<file path="config.mk">
export PLATFORM = sky130hd
export DESIGN_NAME = chan_gain_scaler
export DESIGN_NICKNAME = d
export VERILOG_FILES = /design/src/rtl/chan_gain_pkg.sv /design/src/rtl/gain_step_reg.sv /design/src/rtl/pixel_scale_stage.sv /design/src/rtl/pipe_delay.sv /design/src/rtl/chan_gain_scaler.sv
export SDC_FILE = /design/constraint.sdc
export NUM_CORES = 1
export LEC_CHECK = 0
export BUFFER_PORTS_ARGS = -buffer_cell sky130_fd_sc_hd__buf_2
export CAP_MARGIN = 20
export CORE_ASPECT_RATIO = 0.8
export CORE_MARGIN = 2
export CORE_UTILIZATION = 30
export CTS_BUF_LIST = sky130_fd_sc_hd__clkbuf_4 sky130_fd_sc_hd__clkbuf_8
export DETAILED_ROUTE_END_ITERATION = 7
export SYNTH_ARGS = -nofsm -noshare
export SYNTH_HDL_FRONTEND = slang
export SYNTH_HIERARCHICAL = 1
export SYNTH_SLANG_ARGS = --single-unit
</file>
<file path="constraint.sdc">
create_clock -name clk -period 8.38 [get_ports clk]
set_clock_uncertainty 0.1 [all_clocks]
set_input_delay 0.419 -clock clk [delete_from_list [all_inputs] [get_ports clk]]
set_output_delay 0.419 -clock clk [all_outputs]
set_load 0.005 [all_outputs]
</file>
<file path="src/rtl/chan_gain_pkg.sv">
`timescale 1ns/1ps
package chan_gain_pkg;
  localparam int NUM_CH = 3;
  typedef enum logic {
    STEP_UP   = 1'b0,
    STEP_DOWN = 1'b1
  } step_dir_e;
endpackage

</file>
<file path="src/rtl/gain_step_reg.sv">
`timescale 1ns/1ps
module gain_step_reg
  import chan_gain_pkg::*;
#(
  parameter int FRAC_W = 8,
  localparam int GAIN_W = FRAC_W + 1
) (
  input  logic              clk,
  input  logic              rst_n,
  input  logic              step_i,
  input  logic              sel_i,
  input  logic              down_i,
  output logic [GAIN_W-1:0] gain_o
);
  localparam logic [GAIN_W-1:0] UNITY = GAIN_W'(1) << FRAC_W;

  logic [GAIN_W-1:0] gain_q, gain_d;
  logic              upd_en;

  assign upd_en = step_i & sel_i;

  always_comb begin
    gain_d = gain_q;
    if (down_i == STEP_DOWN) begin
      if (gain_q != '0) gain_d = gain_q - GAIN_W'(1);
    end else begin
      if (gain_q < UNITY) gain_d = gain_q + GAIN_W'(1);
    end
  end

  always_ff @(posedge clk or negedge rst_n) begin
    if (!rst_n)      gain_q <= UNITY;
    else if (upd_en) gain_q <= gain_d;
  end

  assign gain_o = gain_q;


  gain_ceiling_chk: assert property (@(posedge clk) disable iff (!rst_n)
    gain_q <= UNITY);


  gain_inc_chk: assert property (@(posedge clk) disable iff (!rst_n)
    (step_i && sel_i && !down_i && gain_q != UNITY) |=>
      gain_q == GAIN_W'($past(gain_q) + 1));


  gain_dec_chk: assert property (@(posedge clk) disable iff (!rst_n)
    (step_i && sel_i && down_i && gain_q != '0) |=>
      gain_q == GAIN_W'($past(gain_q) - 1));


  gain_hold_chk: assert property (@(posedge clk) disable iff (!rst_n)
    !(step_i && sel_i) |=> $stable(gain_q));
endmodule

</file>
<file path="src/rtl/pixel_scale_stage.sv">
`timescale 1ns/1ps
module pixel_scale_stage #(
  parameter int PIX_W  = 8,
  parameter int FRAC_W = 8,
  localparam int GAIN_W = FRAC_W + 1,
  localparam int PROD_W = PIX_W + 1 + GAIN_W
) (
  input  logic              clk,
  input  logic              rst_n,
  input  logic [PIX_W-1:0]  pix_i,
  input  logic [GAIN_W-1:0] gain_i,
  output logic [PIX_W-1:0]  pix_o
);
  logic [PROD_W-1:0] prod;
  logic [PIX_W-1:0]  pix_d, pix_q;

  always_comb begin
    prod  = PROD_W'({1'b0, pix_i}) * PROD_W'(gain_i);
    pix_d = prod[FRAC_W +: PIX_W];
  end

  always_ff @(posedge clk or negedge rst_n) begin
    if (!rst_n) pix_q <= '0;
    else        pix_q <= pix_d;
  end

  assign pix_o = pix_q;


  scaled_bound_chk: assert property (@(posedge clk) disable iff (!rst_n)
    pix_q <= $past(pix_i));
endmodule

</file>
<file path="src/rtl/pipe_delay.sv">
`timescale 1ns/1ps
module pipe_delay #(
  parameter int WIDTH = 1,
  parameter int DEPTH = 1
) (
  input  logic             clk,
  input  logic             rst_n,
  input  logic [WIDTH-1:0] din,
  output logic [WIDTH-1:0] dout
);
  generate
    if (DEPTH == 0) begin : g_wire
      assign dout = din;
    end else begin : g_pipe
      logic [WIDTH-1:0] stg [DEPTH];
      for (genvar i = 0; i < DEPTH; i++) begin : g_stage
        if (i == 0) begin : g_first
          always_ff @(posedge clk or negedge rst_n) begin
            if (!rst_n) stg[i] <= '0;
            else        stg[i] <= din;
          end
        end else begin : g_next
          always_ff @(posedge clk or negedge rst_n) begin
            if (!rst_n) stg[i] <= '0;
            else        stg[i] <= stg[i-1];
          end
        end
      end
      assign dout = stg[DEPTH-1];
    end
  endgenerate
endmodule

</file>
<file path="src/rtl/chan_gain_scaler.sv">
`timescale 1ns/1ps
module chan_gain_scaler
  import chan_gain_pkg::*;
#(
  parameter int PIX_W      = 8,
  parameter int FRAC_W     = 8,
  parameter int OUT_STAGES = 1
) (
  input  logic             clk,
  input  logic             rst_n,
  input  logic [PIX_W-1:0] r_in,
  input  logic [PIX_W-1:0] g_in,
  input  logic [PIX_W-1:0] b_in,
  input  logic             hs_in,
  input  logic             vs_in,
  input  logic             de_in,
  input  logic [2:0]       sel_in,
  input  logic             dir_in,
  input  logic             step_in,
  output logic [PIX_W-1:0] r_out,
  output logic [PIX_W-1:0] g_out,
  output logic [PIX_W-1:0] b_out,
  output logic             hs_out,
  output logic             vs_out,
  output logic             de_out
);
  localparam int GAIN_W  = FRAC_W + 1;
  localparam int LATENCY = 1 + OUT_STAGES;
  localparam int CW      = NUM_CH * PIX_W;

  logic [NUM_CH-1:0][PIX_W-1:0]  pix_in_a, pix_sc_a, pix_out_a;
  logic [NUM_CH-1:0][GAIN_W-1:0] gain_a;

  assign pix_in_a[0] = r_in;
  assign pix_in_a[1] = g_in;
  assign pix_in_a[2] = b_in;

  generate
    for (genvar c = 0; c < NUM_CH; c++) begin : g_chan
      gain_step_reg #(.FRAC_W(FRAC_W)) u_gain (
        .clk    (clk),
        .rst_n  (rst_n),
        .step_i (step_in),
        .sel_i  (sel_in[c]),
        .down_i (dir_in),
        .gain_o (gain_a[c])
      );
      pixel_scale_stage #(.PIX_W(PIX_W), .FRAC_W(FRAC_W)) u_scale (
        .clk    (clk),
        .rst_n  (rst_n),
        .pix_i  (pix_in_a[c]),
        .gain_i (gain_a[c]),
        .pix_o  (pix_sc_a[c])
      );
    end
  endgenerate

  pipe_delay #(.WIDTH(CW), .DEPTH(OUT_STAGES)) u_pix_dly (
    .clk   (clk),
    .rst_n (rst_n),
    .din   (pix_sc_a),
    .dout  (pix_out_a)
  );

  pipe_delay #(.WIDTH(3), .DEPTH(LATENCY)) u_sync_dly (
    .clk   (clk),
    .rst_n (rst_n),
    .din   ({hs_in, vs_in, de_in}),
    .dout  ({hs_out, vs_out, de_out})
  );

  assign r_out = pix_out_a[0];
  assign g_out = pix_out_a[1];
  assign b_out = pix_out_a[2];
endmodule

</file>
==> impl_metrics.csv <==
group,metric,value,unit
clocking,cts_buffers,9,
clocking,cts_sinks,81,
synth,netlist_area,10300,sq um
route,antenna_left,0,
route,m1WireLength,11500,microns
hold_path,hold_class,"in -> reg",
timing,fmaxAchievable,215,MHz
critical_path,cp_common_cell,"fa_1",
route,wl_met3,705,microns
route,vias,7365,
grt,track_usage,0.133,
clocking,htreeDepth,3,
outcome,status,"finished, final reports clean",
route,wl_per_cell,14.4,microns
grt,grt_pass1_wl,38400,microns
floorplanning,die_area,35900,sq um
route,wirelength,22400,microns
final_layout,final_util,0.335,
synth,ys_warn_count,6,
clocking,clockRootBuffer,"clkbuf_8",
critical_path,crit_path_end_kind,"flip-flop",
clocking,clock_latency,380,ps
placement,gp_congestion,0.853,
floorplanning,fp-row-count,60,
critical_path,arrival,4810,ps
critical_path,cp_slowest_stage_delay,600,ps
clocking,hold_buffers,1,
timing,slew_violations,0,
critical_path,slowest_stage,"dfrtp_1",
final_layout,num_antenna_cells,0,
grt,grt_pass1_vias,7589,
synth,synthArstFlopShare,1.00,
synth,yosysMostFrequentCell,"inv_1",
timing,finalSetupTns,0,ps
critical_path,critical_path_class,"reg -> reg",
placement,dp_hpwl,17900,microns
run,max-cap-violations,0,
route,drc_errors,0,
synth,synth_area_leader_cell,"fa_1",
synth,synthTopCellsByCount,"inv_1 (184), and2_1 (145), fa_1 (123)",
placement,place.port_buffers,60,
clocking,path_clk_slew,90,ps
route,vias_per_cell,4.74,
synth,synth.avg_cell_area,9.79,sq um
synth,ys_ff_latch,81,
grt,grt_start_max_net_pins,54,
floorplanning,fp.dieH,170,microns
synth,syn_nets,1327,
final_layout,areaGrowthSynthToFinish,9.54,%
route,top_layer_used,"met5",
clocking,cts_resized,0,
floorplanning,core_area,33700,sq um
synth,seq_area_frac_synth,0.197,
critical_path,start_kind,"flip-flop",
route,wl_met2,9950,microns
timing,setup_viol,0,
critical_path,cp_max_fo,11,
grt,grt_antenna_before_repair,1,
route,first_pass_iters,4,
timing,hold_viol_final,0,
timing,hold_slack,46.8,ps
floorplanning,die_width,211,microns
floorplanning,io_pins,61,
synth,synth-main-ff-cell,"dfrtp_1",
timing,relSlewSlack,0.399,
floorplanning,initial_core_util,0.306,
critical_path,cp.required,8540,ps
synth,yosysTopAreaCellShare,0.239,
clocking,clockBufferDepth,2,
timing,tightest_slew,901,ps
final_layout,drive_gt1_frac,0.120,
critical_path,path_cells,"nand2_1, fa_1, inv_1, fa_1, fa_1, inv_1, fa_1, inv_1, ha_1, a21oi_1, o22ai_1, a211oi_1, nor2_1, xnor2_1",
timing,rsz0062_at_grt,"false",
final_layout,fin_nets,1389,
grt,grt_remaining_overflow,0,
clocking,post-cts-setup-buffer-count,0,
synth,synthTopCellsByArea,"fa_1 (24%), dfrtp_1 (19%), ha_1 (14%)",
synth,ys_types,70,
synth,netlist_instances,1053,
synth,synth_edf_count,0,
timing,period_minus_slack,4660,ps
clocking,cts_tree,"yes",
timing,post-route-period-util,0.556,
route,initialDrtViolationCount,390,
critical path, delay by kind of cell (launching register included):
kind,cells,cell delay (ps)
and+or+nand+nor,2,230
xor gates and xnor gates,1,290
adders and majority gates,5,2460
DFF,1,600
AOI/OAI and AO/OA,3,700
buffers and inverters,3,150
through the flow:
stage	area, sq um	setup WS [ps]	cells
final	11300	3720	1554
after detailed placement	11100	3740	1537
after global placement	11100	3740	1537
after CTS	11300	3760	1554
after floorplan	10300	4220	1053
after global routing	11300	3550	1554
flip-flops by register name, indices dropped and copies added (netlist names):
name,count
g_chan.u_gain/gain_o,27
g_chan.u_scale/pix_o,24
u_pix_dly/dout,24
u_sync_dly/dout,3
u_sync_dly/g_pipe.stg,3
cell usage in the layout, fill, tap and decap left out, types with 6 or more instances in the layout:
cell type / synthesis / routed
fa_1: 123 / 123
nor3_1: 8 / 8
nor2_1: 18 / 18
and2_1: 145 / 145
a31oi_1: 8 / 8
xnor2_1: 36 / 36
a211oi_1: 12 / 12
clkbuf_8: 0 / 9
o21ai_0: 34 / 34
mux2_4: 15 / 15
a21oi_1: 39 / 39
xor2_1: 11 / 11
nor3b_1: 6 / 6
ha_1: 117 / 117
o211ai_1: 11 / 11
a21o_1: 16 / 16
and2_2: 13 / 13
dfrtp_1: 78 / 78
nand3_1: 7 / 7
nand2_1: 66 / 66
buf_2: 4 / 59
inv_1: 184 / 184
layout make-up:
class | count | area, sq um
clock inverters | 7 | 77.6
clock buffers | 9 | 124
multi-input cells | 777 | 7510
repair buffers | 62 | 320
well taps | 434 | 543
inverters | 184 | 691
flip-flops and latches | 81 | 2030
fillers | 3438 | 22400
layer usage:
layer / GRT usage / vias up
met5: 0 / -
li1: - / 3576
met2: 0.208 / 92
met1: 0.195 / 3680
met4: 0.0248 / 2
met3: 0.0216 / 15
cell families after synthesis:
logic type               share of synthesized area
AND/OR/NAND/NOR                              0.177
AO/OA/AOI/OAI                                0.108
adder cells (fa/ha/maj)                      0.381
XOR/XNOR                                    0.0399
buffers and inverters                       0.0749
multiplexers                                0.0228
flip-flops                                   0.197
path summary, 6_finish.rpt:
| kind | startpoint | end | slack (ps) | cells after the start |
|---|---|---|---|---|
| min in group asynchronous | rst_n | g_chan[2].u_gain/gain_o[3] | 390 | 2 |
| worst max register to register | g_chan[0].u_gain/gain_o[4] | g_chan[0].u_scale/pix_o[7] | 3720 | 14 |
| max in group asynchronous | rst_n | g_chan[0].u_gain/gain_o[1] | 6720 | 3 |
| worst min-delay path | hs_in | u_sync_dly/g_pipe.stg[5] | 50 | 1 |
| worst max-delay path | g_chan[0].u_gain/gain_o[4] | g_chan[0].u_scale/pix_o[7] | 3720 | 14 |
| worst min register to register | g_chan[1].u_scale/pix_o[5] | u_pix_dly/dout[13] | 250 | 0 |
Power is left out: the tool's default activity adds up to more than one toggle a clock period on the data nets, which glitch-free logic cannot reach.
